File: src/rtl/gsq_pkg.sv
package gsq_pkg;

    typedef enum logic [2:0] {
        S_OFF,
        S_LOW_ON,
        S_WAIT_LOW_OFF,
        S_HIGH_ON,
        S_WAIT_NODE_LOW,
        S_FORCED_LOW,
        S_FAULT_HOLD,
        S_SHUTDOWN
    } gsq_state_e;

    // clock cycles covering a duration in nanoseconds, at least one
    function automatic int ns_to_cycles(input longint clk_hz, input longint dur_ns);
        longint c;
        c = (clk_hz * dur_ns) / 64'd1_000_000_000;
        if (c < 1) c = 1;
        return int'(c);
    endfunction

endpackage

File: src/rtl/gsq_sync.sv
module gsq_sync #(
    parameter int W      = 1,
    parameter int STAGES = 2
) (
    input  logic         clk,
    input  logic         rst_n,
    input  logic [W-1:0] d_async,
    output logic [W-1:0] q_sync
);

    logic [W-1:0] stg [STAGES];

    always_ff @(posedge clk or negedge rst_n) begin
        if (!rst_n) stg[0] <= '0;
        else        stg[0] <= d_async;
    end

    generate
        for (genvar i = 1; i < STAGES; i++) begin : g_stage
            always_ff @(posedge clk or negedge rst_n) begin
                if (!rst_n) stg[i] <= '0;
                else        stg[i] <= stg[i-1];
            end
        end
    endgenerate

    assign q_sync = stg[STAGES-1];

endmodule

File: src/rtl/gsq_sat_cnt.sv
module gsq_sat_cnt #(
    parameter int LIMIT = 25,
    localparam int W    = $clog2(LIMIT + 1)
) (
    input  logic         clk,
    input  logic         rst_n,
    input  logic         clr,
    input  logic         inc,
    output logic [W-1:0] cnt,
    output logic         at_limit
);

    assign at_limit = (cnt == W'(LIMIT));

    always_ff @(posedge clk or negedge rst_n) begin
        if (!rst_n)              cnt <= '0;
        else if (clr)            cnt <= '0;
        else if (inc && !at_limit) cnt <= cnt + 1'b1;
    end

    p_cnt_bounded_r10: assert property (@(posedge clk) disable iff (!rst_n)
        cnt <= W'(LIMIT));

endmodule

File: src/rtl/gsq_supply_mon.sv
module gsq_supply_mon (
    input  logic clk,
    input  logic rst_n,
    input  logic above_rise,
    input  logic above_fall,
    output logic supply_ok
);

    always_ff @(posedge clk or negedge rst_n) begin
        if (!rst_n)         supply_ok <= 1'b0;
        else if (supply_ok) supply_ok <= above_fall;
        else                supply_ok <= above_rise;
    end

    p_hyst_hold_r2: assert property (@(posedge clk) disable iff (!rst_n)
        (supply_ok && above_fall) |=> supply_ok);

    p_hyst_drop_r2: assert property (@(posedge clk) disable iff (!rst_n)
        (supply_ok && !above_fall) |=> !supply_ok);

endmodule

File: src/rtl/gate_sequencer.sv
module gate_sequencer
    import gsq_pkg::*;
#(
    parameter longint CLK_HZ      = 100_000_000,
    parameter int     NODE_TMO_NS = 250,
    parameter int     WDOG_NS     = 2000,
    parameter int     HOLDOFF_CYC = 16,
    parameter int     SYNC_STAGES = 2
) (
    input  logic clk,
    input  logic rst_n,
    input  logic pwm_in,
    input  logic shdn_win_in,
    input  logic lg_below_in,
    input  logic node_below_in,
    input  logic vcc_above_rise_in,
    input  logic vcc_above_fall_in,
    output logic hs_gate_en,
    output logic ls_gate_en,
    output logic fault_hold,
    output logic shutdown_active
);

    localparam int NODE_TMO_CYC = ns_to_cycles(CLK_HZ, NODE_TMO_NS);
    localparam int WDOG_CYC     = ns_to_cycles(CLK_HZ, WDOG_NS);
    localparam int N_IN         = 6;

    // synchronized inputs
    logic [N_IN-1:0] raw_in, syn_in;
    logic pwm_s, sd_s, lg_s, node_s, rise_s, fall_s;

    assign raw_in = {pwm_in, shdn_win_in, lg_below_in, node_below_in,
                     vcc_above_rise_in, vcc_above_fall_in};

    gsq_sync #(.W(N_IN), .STAGES(SYNC_STAGES)) u_sync (
        .clk     (clk),
        .rst_n   (rst_n),
        .d_async (raw_in),
        .q_sync  (syn_in)
    );

    assign {pwm_s, sd_s, lg_s, node_s, rise_s, fall_s} = syn_in;

    // PWM edge detection on the synchronized level
    logic pwm_q, pwm_rise;

    always_ff @(posedge clk or negedge rst_n) begin
        if (!rst_n) pwm_q <= 1'b0;
        else        pwm_q <= pwm_s;
    end

    assign pwm_rise = pwm_s && !pwm_q;

    // supply-good with hysteresis
    logic supply_ok;

    gsq_supply_mon u_supply (
        .clk        (clk),
        .rst_n      (rst_n),
        .above_rise (rise_s),
        .above_fall (fall_s),
        .supply_ok  (supply_ok)
    );

    gsq_state_e state, state_nxt;

    // node-low timeout, node-high watchdog, shutdown holdoff
    logic [$clog2(NODE_TMO_CYC):0] tmo_cnt;
    logic [$clog2(WDOG_CYC):0]     wdg_cnt;
    logic [$clog2(HOLDOFF_CYC+1)-1:0] hld_cnt;
    logic tmo_hit, wdg_hit, sd_hold;

    gsq_sat_cnt #(.LIMIT(NODE_TMO_CYC - 1)) u_tmo (
        .clk      (clk),
        .rst_n    (rst_n),
        .clr      (state != S_WAIT_NODE_LOW),
        .inc      (1'b1),
        .cnt      (tmo_cnt[$clog2(NODE_TMO_CYC)-1:0]),
        .at_limit (tmo_hit)
    );
    assign tmo_cnt[$clog2(NODE_TMO_CYC)] = 1'b0;

    gsq_sat_cnt #(.LIMIT(WDOG_CYC - 1)) u_wdg (
        .clk      (clk),
        .rst_n    (rst_n),
        .clr      ((state != S_FORCED_LOW) || node_s),
        .inc      (1'b1),
        .cnt      (wdg_cnt[$clog2(WDOG_CYC)-1:0]),
        .at_limit (wdg_hit)
    );
    assign wdg_cnt[$clog2(WDOG_CYC)] = 1'b0;

    gsq_sat_cnt #(.LIMIT(HOLDOFF_CYC)) u_hld (
        .clk      (clk),
        .rst_n    (rst_n),
        .clr      (!sd_s),
        .inc      (1'b1),
        .cnt      (hld_cnt),
        .at_limit (sd_hold)
    );

    // next-state logic
    always_comb begin
        state_nxt = state;
        if (!supply_ok) begin
            state_nxt = S_OFF;
        end else if (sd_hold) begin
            state_nxt = S_SHUTDOWN;
        end else begin
            unique case (state)
                S_OFF:           state_nxt = pwm_s ? S_WAIT_LOW_OFF : S_WAIT_NODE_LOW;
                S_LOW_ON:        if (pwm_s) state_nxt = S_WAIT_LOW_OFF;
                S_WAIT_LOW_OFF: begin
                    if (!pwm_s)    state_nxt = S_WAIT_NODE_LOW;
                    else if (lg_s) state_nxt = S_HIGH_ON;
                end
                S_HIGH_ON:       if (!pwm_s) state_nxt = S_WAIT_NODE_LOW;
                S_WAIT_NODE_LOW: begin
                    if (pwm_s)        state_nxt = S_WAIT_LOW_OFF;
                    else if (node_s)  state_nxt = S_LOW_ON;
                    else if (tmo_hit) state_nxt = S_FORCED_LOW;
                end
                S_FORCED_LOW: begin
                    if (pwm_s)        state_nxt = S_WAIT_LOW_OFF;
                    else if (wdg_hit) state_nxt = S_FAULT_HOLD;
                end
                S_FAULT_HOLD:    if (pwm_rise) state_nxt = S_WAIT_LOW_OFF;
                S_SHUTDOWN:      state_nxt = S_OFF;
                default:         state_nxt = S_OFF;
            endcase
        end
    end

    // state register
    always_ff @(posedge clk or negedge rst_n) begin
        if (!rst_n) state <= S_OFF;
        else        state <= state_nxt;
    end

    // output decode
    always_comb begin
        hs_gate_en      = 1'b0;
        ls_gate_en      = 1'b0;
        fault_hold      = 1'b0;
        shutdown_active = 1'b0;
        unique case (state)
            S_LOW_ON,
            S_FORCED_LOW:  ls_gate_en      = 1'b1;
            S_HIGH_ON:     hs_gate_en      = 1'b1;
            S_FAULT_HOLD:  fault_hold      = 1'b1;
            S_SHUTDOWN:    shutdown_active = 1'b1;
            default:       ;
        endcase
    end

    // assertions
    p_no_overlap_r10: assert property (@(posedge clk) disable iff (!rst_n)
        !(hs_gate_en && ls_gate_en));

    p_supply_gate_r2: assert property (@(posedge clk) disable iff (!rst_n)
        !supply_ok |=> (!hs_gate_en && !ls_gate_en));

    p_high_after_lgate_r3: assert property (@(posedge clk) disable iff (!rst_n)
        $rose(hs_gate_en) |-> $past(lg_s));

    p_low_after_node_r4: assert property (@(posedge clk) disable iff (!rst_n)
        ($rose(ls_gate_en) && $past(state == S_WAIT_NODE_LOW)) |-> $past(node_s || tmo_hit));

    p_handover_r9: assert property (@(posedge clk) disable iff (!rst_n)
        $rose(ls_gate_en) |-> !$past(hs_gate_en));

    p_wdog_fault_r6: assert property (@(posedge clk) disable iff (!rst_n)
        (state == S_FORCED_LOW && wdg_hit && supply_ok && !sd_hold && !pwm_s) |=> fault_hold);

    p_fault_sticky_r7: assert property (@(posedge clk) disable iff (!rst_n)
        (fault_hold && !pwm_rise && supply_ok && !sd_hold) |=> fault_hold);

    p_shutdown_off_r8: assert property (@(posedge clk) disable iff (!rst_n)
        (sd_hold && supply_ok) |=> (shutdown_active && !hs_gate_en && !ls_gate_en));

endmodule

File: config.mk
export PLATFORM = sky130hd
export DESIGN_NAME = gate_sequencer
export DESIGN_NICKNAME = d
export VERILOG_FILES = /design/src/rtl/gsq_pkg.sv /design/src/rtl/gsq_sync.sv /design/src/rtl/gsq_sat_cnt.sv /design/src/rtl/gsq_supply_mon.sv /design/src/rtl/gate_sequencer.sv
export SDC_FILE = /design/constraint.sdc
export NUM_CORES = 1
export LEC_CHECK = 0
export BUFFER_PORTS_ARGS = -buffer_cell sky130_fd_sc_hd__buf_2
export CAP_MARGIN = 10
export CORE_MARGIN = 1
export CORE_UTILIZATION = 30
export DETAILED_ROUTE_END_ITERATION = 8
export HOLD_SLACK_MARGIN = 0.08
export PLACE_DENSITY = 0.56
export REMOVE_ABC_BUFFERS = 1
export SYNTH_ARGS = -nofsm -noshare
export SYNTH_HDL_FRONTEND = slang
export SYNTH_SLANG_ARGS = --single-unit
File: constraint.sdc
create_clock -name clk -period 3.1 [get_ports clk]
set_clock_uncertainty 0.1 [all_clocks]
set_input_delay 0.465 -clock clk [delete_from_list [all_inputs] [get_ports clk]]
set_output_delay 0.465 -clock clk [all_outputs]
set_load 0.01 [all_outputs]
==> summary.txt <==
Comb power frac: 0.107
Seq/Total Area, Yosys: 0.541
n_diodes: 0
Die Area: 5690 um2
fillcell total: 542
most frequent cells in the layout: 35 x dfrtp_1, 18 x nor2_1, 11 x buf_2
syn_area_per_cell: 11.7 um2
Clock Pin Slew Worst Setup and Hold Paths: 0.07 ns
Max Clock Freq: 0.442 GHz
FF/Latch Area: 876 um2
Startpoint Class: flip-flop
Starting Density: 0.315
# rows: 26
leading area contributor after synthesis: dfrtp_1
post-CTS sizing: 0
final worst slack: 0.838 ns
post-synth top area share: 0.541
critical path fanouts, max: 6
DRC errors left: 0
Worst Max-Slew Pin Slew: 0.765 ns
clock network fraction of total power: 0.345
initial antenna violation count: 0
Setup Viol. Count Final: 0
largest net degree at the start of global routing: 36
CP delay by family, top: simple AND/OR/NAND/NOR gates
GRT overflow: 0
Mapped Area: 1620 um2
Layout area overhead: 12.8%
worst path arrival time: 2.32 ns
HP Class: primary input to asynchronous set/reset pin
wire per inst: 11.6 um
static leakage: 0.820 nW
Placed Cells: 217
unrepaired setup endpoints after global routing: no
Setup TNS: 0 ns
vias per inst: 4.52
Crit-path slowest cell: nor4b_4
final net count: 167
Post-Place Cell Area: 1740 um2
Switch Pwr: 0.242 mW
Die Wd: 75.4 um
Rel. slew slack: 0.490
layout cell share with drive strength beyond 1: 0.195
post-route insts no fill: 224
hold_buf cts: 0
Final HPWL DP: 1880 um
vias in the first global route: 1049
CTS tree: done
top cells by area, synth: dfrtp_1 54%, xor2_1 4.3%, nor2_1 4.2%
Vias: 1012
Fin. Hold Viols: 0
post-route ant nets: 0
leading cell type in the layout, fill and taps excluded: dfrtp_1
first-pass GRT wire length: 4670 um
Tmin final: 2.26 ns
GRT Util Overall: 0.112
Pwr Density: 518 nW/um2
Crit path buffers/inverters: 0
GP Congestion: 0.780
Setup Slack @ Placement: 0.828 ns
endpoint class of the critical path: flip-flop
multi-input combinational cell area: 697 um2
status: finished, final reports clean
Max Cap Viol: 0
Reg2Reg Setup Slack: 0.84 ns
I/O Buffers: 11
part of the power in registers: 0.548
WHS: 0.155 ns
CORE AREA: 5140 um2
Chip Height: 75.4 um
CP cell instances: ha_1 -> nand4b_2 -> nor4b_4 -> nand2_2 -> a311oi_2 -> mux2_1
Clock Latency Late Sink: 0.28 ns
Netlist cell types: 41
CTS max path bufs: 2
post-synthesis cell count: 138
yosys warns: 0
final wirelength: 2610 um
clk sinks: 35
# Post-CTS Setup Buffers: 0
CTS Root Cell: clkbuf_8
overall power: 0.945 mW
Final Slew Violations: 0
internal power: 0.703 mW
Final Cell Area: 1830 um2
post-layout util: 0.355
fin crit share: 0.730
TritonCTS buffer count: 5
first drt pass iteration count: 4
Worst VDD drop: 260 uV
violation count after the first detailed-routing iteration: 25
#FFs+latches synth: 35
Critical Path Max Stage Delay: 0.47 ns
switch share: 0.256
kind of critical path: flip-flop to flip-flop
io pins: 12
htree depth: 2
Worst EP required: 3.16 ns
==> synthesized netlist by cell type <==
library cell	n
nand3_1	8
nand2b_1	1
inv_1	6
nand2_2	1
nand2b_4	1
mux2_2	1
a31oi_1	1
or2_1	1
o2111ai_1	1
nor3_1	3
and2_1	3
o31a_2	1
xnor2_1	6
nand3b_1	1
o21ai_0	2
and3_2	1
a311oi_1	1
nand2_1	6
nor3_4	1
nor2b_1	2
dfrtp_1	35
a21oi_1	4
a311oi_2	1
and3b_1	1
mux2_1	1
nor4b_4	1
ha_1	5
nor4_4	1
o21ai_1	1
nor2_4	1
a31o_1	1
and3_1	2
nor2_1	18
mux2i_1	3
xor2_1	8
or2b_2	1
nand4b_1	1
buf_6	2
nand4b_2	1
nor3b_1	1
or3b_1	1
==> cell type report <==
cell class / count / share of cell area
clock buffer: 6 / 0.0452
inverter: 6 / 0.0123
sequential: 35 / 0.480
timing repair buffer: 11 / 0.0302
clock inverter: 1 / 0.00274
tap: 70 / 0.0480
multi-input combinational: 95 / 0.382
==> power groups by stage <==
stage	clock network [mW]	logic (mW)	registers (mW)
after floorplan	0	0.0732	0.518
after global placement	0	0.0995	0.525
after detailed placement	0	0.103	0.527
after CTS	0.339	0.104	0.518
after global routing	0.360	0.116	0.524
final	0.326	0.101	0.518
==> cells by family after synthesis <==
group / Yosys count / synth area share
and+or+nand+nor: 58 / 0.227
adders and majority gates: 5 / 0.0387
DFF: 35 / 0.541
buffers and inverters: 8 / 0.0278
AOI/OAI and AO/OA: 13 / 0.0572
xor gates and xnor gates: 14 / 0.0758
muxes: 5 / 0.0325
==> routing by layer <==
layer | GRT usage | vias up | routed length, um
met3 | 0.0410 | 5 | 91
li1 | - | 498 | -
met1 | 0.123 | 494 | 1080
met2 | 0.202 | 15 | 1400
met5 | 0 | - | 0
met4 | 0.0309 | 0 | 40
==> flip-flops by register name (all words and copies together) (netlist names) <==
register and cells:
u_supply.supply_ok 1, u_hld.cnt 5, u_tmo.cnt 5, u_sync.stg 6, pwm_q 1, u_wdg.cnt 8
state 3, u_sync.q_sync 6
==> final timing paths <==
check                         startpoint                to  cells after the start
max                         u_wdg.cnt[0]          state[2]                      6
min                                rst_n      u_tmo.cnt[3]                      1
max reg2reg                 u_wdg.cnt[0]          state[2]                      6
min reg2reg                u_sync.stg[9]  u_sync.q_sync[3]                      0
max in group asynchronous          rst_n      u_wdg.cnt[1]                      1
min in group clk                  pwm_in    u_sync.stg[11]                      1
(Power assumes the default switching activity.)
